<file path="config.mk">
export PLATFORM = sky130hd
export DESIGN_NAME = refsw_ctrl
export DESIGN_NICKNAME = d
export VERILOG_FILES = /design/src/rtl/refsw_pkg.sv /design/src/rtl/refsw_regs.sv /design/src/rtl/refsw_trigger.sv /design/src/rtl/refsw_select.sv /design/src/rtl/refsw_ctrl.sv
export SDC_FILE = /design/constraint.sdc
export NUM_CORES = 1
export LEC_CHECK = 0
export CAP_MARGIN = 20
export CORE_MARGIN = 2
export CORE_UTILIZATION = 25
export CTS_CLUSTER_SIZE = 28
export DETAILED_ROUTE_END_ITERATION = 6
export RECOVER_POWER = 50
export REMOVE_ABC_BUFFERS = 1
export SETUP_SLACK_MARGIN = 0.5
export SLEW_MARGIN = 15
export SYNTH_ARGS = -nofsm -noshare
export SYNTH_HDL_FRONTEND = slang
export SYNTH_SLANG_ARGS = --single-unit
</file>
<file path="constraint.sdc">
create_clock -name clk -period 1.1 [get_ports clk]
set_input_delay 0.22 -clock clk [delete_from_list [all_inputs] [get_ports clk]]
set_output_delay 0.22 -clock clk [all_outputs]
set_load 0.02 [all_outputs]
</file>
<file path="src/rtl/refsw_pkg.sv">
package refsw_pkg;
  localparam int DATA_W   = 8;
  localparam int ADDR_W   = 2;
  localparam int STAT_W   = 4;

  localparam int ADDR_CTL = 0;
  localparam int ADDR_SEL = 1;
  localparam int ADDR_STA = 2;

  localparam int BIT_HWEN = 7;
  localparam int BIT_TRIG = 6;
  localparam int BIT_MODE = 4;
  localparam int BIT_FILT = 2;
  localparam int BIT_MAN  = 0;
  localparam int BIT_CUR  = 3;

  localparam logic [DATA_W-1:0] CTL_IMPL = 8'hF4;
  localparam logic [DATA_W-1:0] SEL_IMPL = 8'h01;

  typedef enum logic [1:0] {
    MODE_NORMAL = 2'b00,
    MODE_HOLD   = 2'b01,
    MODE_FREE   = 2'b10,
    MODE_RSVD   = 2'b11
  } pll_mode_e;

  function automatic logic [DATA_W-1:0] merge_bits(
      input logic [DATA_W-1:0] old_v,
      input logic [DATA_W-1:0] new_v,
      input logic [DATA_W-1:0] mask,
      input logic [DATA_W-1:0] impl);
    return ((old_v & ~mask) | (new_v & mask)) & impl;
  endfunction
endpackage

</file>
<file path="src/rtl/refsw_regs.sv">
module refsw_regs
  import refsw_pkg::*;
#(
  parameter int DW = DATA_W,
  parameter int AW = ADDR_W,
  parameter int SW = STAT_W
) (
  input  logic          clk,
  input  logic          rst_n,
  input  logic          wr,
  input  logic [AW-1:0] addr,
  input  logic [DW-1:0] wdata,
  input  logic [DW-1:0] wmask,
  input  logic          cur_ref,
  input  logic [SW-1:0] status,
  output logic [DW-1:0] rdata,
  output logic          hw_en,
  output logic          trig_hold,
  output logic [1:0]    mode_raw,
  output logic          filt,
  output logic          man_sel,
  output logic          man_wr,
  output logic          man_val
);
  localparam logic [AW-1:0] A_CTL = AW'(ADDR_CTL);
  localparam logic [AW-1:0] A_SEL = AW'(ADDR_SEL);
  localparam logic [AW-1:0] A_STA = AW'(ADDR_STA);

  logic [DW-1:0] ctl_q, ctl_d;
  logic [DW-1:0] sel_q, sel_d;
  logic          ctl_en, sel_en;

  always_comb begin
    ctl_en = wr && (addr == A_CTL);
    sel_en = wr && (addr == A_SEL);
    ctl_d  = merge_bits(ctl_q, wdata, wmask, CTL_IMPL);
    sel_d  = merge_bits(sel_q, wdata, wmask, SEL_IMPL);
  end

  always_ff @(posedge clk or negedge rst_n) begin
    if (!rst_n) begin
      ctl_q <= '0;
      sel_q <= '0;
    end else begin
      if (ctl_en) ctl_q <= ctl_d;
      if (sel_en) sel_q <= sel_d;
    end
  end

  always_comb begin
    hw_en     = ctl_q[BIT_HWEN];
    trig_hold = ctl_q[BIT_TRIG];
    mode_raw  = ctl_q[BIT_MODE +: 2];
    filt      = ctl_q[BIT_FILT];
    man_sel   = sel_q[BIT_MAN];
    man_wr    = sel_en && wmask[BIT_MAN];
    man_val   = wdata[BIT_MAN];
  end

  always_comb begin
    case (addr)
      A_CTL:   rdata = ctl_q;
      A_SEL:   rdata = sel_q | (DW'(cur_ref) << BIT_CUR);
      A_STA:   rdata = DW'(status);
      default: rdata = '0;
    endcase
  end
endmodule

</file>
<file path="src/rtl/refsw_trigger.sv">
module refsw_trigger (
  input  logic clk,
  input  logic rst_n,
  input  logic trig_hold,
  input  logic cur_ref,
  input  logic pri_los,
  input  logic sec_los,
  input  logic pll_holdover,
  output logic fire
);
  logic hold_q;
  logic act_los, alt_los, hold_rise, evt;

  always_comb begin
    act_los   = cur_ref ? sec_los : pri_los;
    alt_los   = cur_ref ? pri_los : sec_los;
    hold_rise = pll_holdover && !hold_q;
    evt       = trig_hold ? hold_rise : act_los;
    fire      = evt && !alt_los;
  end

  always_ff @(posedge clk or negedge rst_n) begin
    if (!rst_n) hold_q <= 1'b0;
    else        hold_q <= pll_holdover;
  end
endmodule

</file>
<file path="src/rtl/refsw_select.sv">
module refsw_select (
  input  logic clk,
  input  logic rst_n,
  input  logic hw_en,
  input  logic man_wr,
  input  logic man_val,
  input  logic man_sel,
  input  logic fire,
  output logic cur_ref
);
  logic cur_q, cur_d;

  always_comb begin
    if (man_wr)      cur_d = man_val;
    else if (!hw_en) cur_d = man_sel;
    else if (fire)   cur_d = !cur_q;
    else             cur_d = cur_q;
  end

  always_ff @(posedge clk or negedge rst_n) begin
    if (!rst_n) cur_q <= 1'b0;
    else        cur_q <= cur_d;
  end

  assign cur_ref = cur_q;
endmodule

</file>
<file path="src/rtl/refsw_ctrl.sv">
module refsw_ctrl
  import refsw_pkg::*;
#(
  parameter int DW       = DATA_W,
  parameter int AW       = ADDR_W,
  parameter int RST_SYNC = 2
) (
  input  logic          clk,
  input  logic          rst_n,
  input  logic          reg_wr,
  input  logic [AW-1:0] reg_addr,
  input  logic [DW-1:0] reg_wdata,
  input  logic [DW-1:0] reg_wmask,
  output logic [DW-1:0] reg_rdata,
  input  logic          pri_los,
  input  logic          sec_los,
  input  logic          pll_holdover,
  input  logic          pll_unlock,
  output logic          ref_sel,
  output logic [1:0]    pll_mode,
  output logic          filter_narrow
);
  logic [RST_SYNC-1:0] rst_pipe;
  logic                rst_int;

  always_ff @(posedge clk or negedge rst_n) begin
    if (!rst_n) rst_pipe <= '0;
    else        rst_pipe <= {rst_pipe[RST_SYNC-2:0], 1'b1};
  end
  assign rst_int = rst_pipe[RST_SYNC-1];

  logic       hw_en, trig_hold, filt, man_sel, man_wr, man_val, fire, cur_ref;
  logic [1:0] mode_raw;

  refsw_regs #(.DW(DW), .AW(AW), .SW(STAT_W)) u_regs (
    .clk(clk), .rst_n(rst_int), .wr(reg_wr), .addr(reg_addr),
    .wdata(reg_wdata), .wmask(reg_wmask), .cur_ref(cur_ref),
    .status({pll_unlock, pll_holdover, sec_los, pri_los}),
    .rdata(reg_rdata), .hw_en(hw_en), .trig_hold(trig_hold),
    .mode_raw(mode_raw), .filt(filt), .man_sel(man_sel),
    .man_wr(man_wr), .man_val(man_val)
  );

  refsw_trigger u_trig (
    .clk(clk), .rst_n(rst_int), .trig_hold(trig_hold), .cur_ref(cur_ref),
    .pri_los(pri_los), .sec_los(sec_los), .pll_holdover(pll_holdover),
    .fire(fire)
  );

  refsw_select u_sel (
    .clk(clk), .rst_n(rst_int), .hw_en(hw_en), .man_wr(man_wr),
    .man_val(man_val), .man_sel(man_sel), .fire(fire), .cur_ref(cur_ref)
  );

  always_comb begin
    ref_sel       = cur_ref;
    filter_narrow = filt;
    pll_mode      = (mode_raw == MODE_RSVD) ? MODE_NORMAL : mode_raw;
  end
endmodule

</file>
Word level (Yosys, flattened, before mapping):

Cells that the tools add are included.

* register bits after elaboration: 10
* output and inout bits: 12
* logic and storage cells: 33

* equality and inequality tests: 4
* muxes and demuxes: 8
* bitwise logic cells: 7
* reductions and logical operators: 9

Operators by type and width (number)
* 8-bit case mux with 3 select lines: 1
* 8-bit AND: 2
* 8-bit NOT: 1
* 8-bit OR: 1
* 1-bit 2-to-1 mux: 6
* 1-bit logical AND: 5
* 2-bit equality test, second input constant: 2
* 1-bit by 4-bit OR with 4-bit output: 1
* 1-bit logical NOT: 3
* 3-bit inequality test, second input constant: 1
* 2-bit by 1-bit equality test with 1-bit output, second input constant: 1
* 2-bit logical NOT: 1
* 2-bit 2-to-1 mux: 1
* 1-bit AND: 1
* 1-bit OR: 1

Depth between registers and ports, before layout:

* depth in word-level cells: 7
* depth in mapped cells: 4

Hierarchy:

From an unflattened synthesis, not the netlist that was laid out.

* cell total of the unflattened synthesis: 49
* area total of the unflattened synthesis: 598.1 um2

Modules (own cells, without submodules)
* refsw_regs: times used 1, cells each 33, area an instance 402.9 um2
* refsw_ctrl: times used 1, cells each 5, area an instance 68.8 um2
* refsw_trigger: times used 1, cells each 5, area an instance 63.8 um2
* refsw_select: times used 1, cells each 6, area an instance 62.6 um2

Worst setup path before layout:

Ideal clock, no wire load.

* path type: register to output
* start: reg (tool-made name)
* end: out reg_rdata[6]
* arrival time: 905 ps
* path slack: -25 ps
* stages on the path, launching flop included: 3
* path through: dfrtp_1 -> inv_1 -> nor3_1

RTL lines
* end: declaration: RTL line refsw_ctrl.sv:14 `output logic [DW-1:0] reg_rdata,`

Worst setup path after layout:

* start: reg u_sel.cur_q (netlist: u_sel.cur_ref)
* end: out reg_rdata[3]

* cells in the longest elaborated chain, start to end: 2

Ends and longest elaborated chain
* start: declaration: RTL line refsw_select.sv:11 `logic cur_q, cur_d;`
* start signal: assignment: RTL line refsw_select.sv:22 `else cur_q <= cur_d;`
* 1-bit by 4-bit OR with 4-bit output: RTL line refsw_regs.sv:63 `A_SEL: rdata = sel_q | (DW'(cur_ref) << BIT_CUR);`
* 8-bit case mux with 3 select lines: RTL line refsw_regs.sv:61 `case (addr)`

Every way passes these cells.

==> impl_metrics.ini <==
[power_and_ir_drop]
ir_drop_v = 0.000778
p_leak_nw = 0.528
pwr_density_cell_mw_per_mm2 = 1300
total_power_mw = 1.46

[finish]
stdcell_area_mm2 = 0.00112
layout.nets = 126
antennaDiodeCount = 0
drive_gt1_share_pct = 56.6
nFillCells = 189
area_delta_synth_final_pct = 118
finalNonFillerCells = 126
final_core_util_pct = 57.3

[critical_path]
end_kind = output port
critPathLaunchType = flip-flop
worstPathMaxFanout = 3
cp.arrival_ps = 990
required_ps = 880
path_class = flip-flop to output port

[job]
maxCapViolations = 0

[clock_network]
numCtsBuffers = 3
clockBufferDepth = 2
clk_pin_slew_worst_paths_ps = 60
root_buffer = clkbuf_4
insertion_delay_ps = 260
holdBufCountCts = 0
cts_tree = done
cts_sinks = 10
htreeDepth = 1

[floorplan]
die_area_mm2 = 0.00244
die_h_um = 49.4
rows = 16
fp.coreArea_mm2 = 0.00196
die_w_um = 49.4
initial_core_util_pct = 26.3
io_pins = 37

[status]
violations = setup timing
status = finished, violations left

[timing]
rsz0062_at_grt = true
finalCritPeriodShare_pct = 110
setup-violations-final = 11
drv_slew = 0
period_needed_ps = 1210
clock.fmax_ghz = 0.827
final.setup_skew_ps = 3.25
finalHoldViolCount = 0
fin_ws_ps = -109

[synthesis]
yosysWarnings = 0
yosysSeqAreaShare_pct = 48.5
avgSynthCellArea_um2 = 11.0
yosysUniqueCellTypes = 21
syn-cell-area_um2 = 515
postSynthCellCount = 47
ys_seq_elements = 10

[place]
portBuffers = 32
dpl_cell_area_um2 = 975
hpwl_mm = 1.12
placed_cells = 120
place_ws_ps = -897
place_congestion = 0.739

[routing]
antenna_left = 0
via_per_inst = 4.42
postRouteWirelength_mm = 1.58
dr.first_iter.drc_count = 1
wl_per_cell_um = 12.6
route.vias.total = 557
drc = 0
first_pass_iters = 2

[global_routing]
first_global_vias = 560
grt_usage_pct = 13.0
grt_pass1_wl_mm = 2.33
grt_remaining_overflow = 0
grt_max_degree = 9
antenna_found_initial = 0

[hold_path]
hold_path.class = flip-flop to async pin
## cell usage after synthesis, drive strengths merged
cell type / number / share of area, %
a41oi: 1 / 1.7
nor2: 4 / 3.4
nor3: 1 / 0.97
o2bb2ai: 1 / 1.7
and2: 4 / 4.9
conb: 1 / 0.73
a2bb2oi: 1 / 1.7
nand2b: 1 / 1.2
inv: 1 / 0.73
mux2: 6 / 14
a22o: 2 / 3.4
o211ai: 1 / 1.5
nor2b: 4 / 5.3
nand3: 7 / 7.8
dfrtp: 10 / 49
nand2: 1 / 0.73
mux2i: 1 / 1.9
## cell families (layout without fill, tap and decap cells)
logic type	Yosys count	in the layout	synth area share, %
AOI/OAI and AO/OA	6	6	9.95
buffers and inverters	1	53	0.727
DFF	10	10	48.5
muxes	7	7	15.8
other	1	1	0.727
and+or+nand+nor	22	22	24.3
## stage by stage
stage / hold slack (ps) / TNS (ps)
global route: 155 / -1270
global placement: 134 / -11100
floorplan: -75.6 / -24.8
CTS: 112 / -873
finish: 120 / -689
detailed placement: 132 / -11180
## cells in the final DEF (no fill, tap or decap), drive strengths merged
cell type and count:
buf 31, dfrtp 10, clkdlybuf4s50 10, nand3 7, dlygate4sd2 6, mux2 6
and2 4, nor2 4, nor2b 4, clkbuf 3, a22o 2, mux2i 1
inv 1, nor3 1, nand2 1, a2bb2oi 1, o211ai 1, o2bb2ai 1
nand2b 1, a41oi 1, clkdlybuf4s15 1, dlygate4sd3 1, conb 1
## report_power, final
part           switching, mW  internal, mW
Combinational          0.272         0.457
Sequential            0.0617         0.437
Clock                  0.112         0.126
## critical path: stages (launching register included)
cell	delay [ps]
dfrtp_1	400
a22o_1	200
buf_6	130
## area by class of cell
type | count | area, µm² | area share [%]
Sequential cell | 10 | 250 | 22.2
Inverter | 1 | 3.75 | 0.334
Clock buffer | 3 | 22.5 | 2.00
Tap cell | 27 | 33.8 | 3.00
Multi-Input combinational cell | 36 | 350 | 31.1
Timing Repair Buffer | 49 | 464 | 41.3
## what timing repair did
action / in CTS / in global routing
buffers inserted: 0 / 3
endpoints found under the setup margin: 20 / 19
gates resized for setup: 106 / 11
pin swaps: 10 / 6
## path summary, 6_finish.rpt
check                                    from             to  slack [ps]  cells after the start
worst max-delay path            u_sel.cur_ref   reg_rdata[3]        -110                      2
worst min-delay path              rst_pipe[1]  u_sel.cur_ref         120                      0
min in group clk                 pll_holdover  u_trig.hold_q         350                      2
worst max register to register  u_sel.cur_ref  u_sel.cur_ref          20                      5
worst min register to register    rst_pipe[1]  u_sel.cur_ref         120                      0
max in group asynchronous         rst_pipe[1]  u_trig.hold_q         750                      0
## layer usage
metal  routed length (µm)  vias up  track usage, %
met5                    0        -               0
met4                   16        0            9.72
met3                   95        2            2.76
met2                  824       22            23.4
met1                  646      261            12.9
li1                     -      272               -
Power figures use the tool's default switching activity.
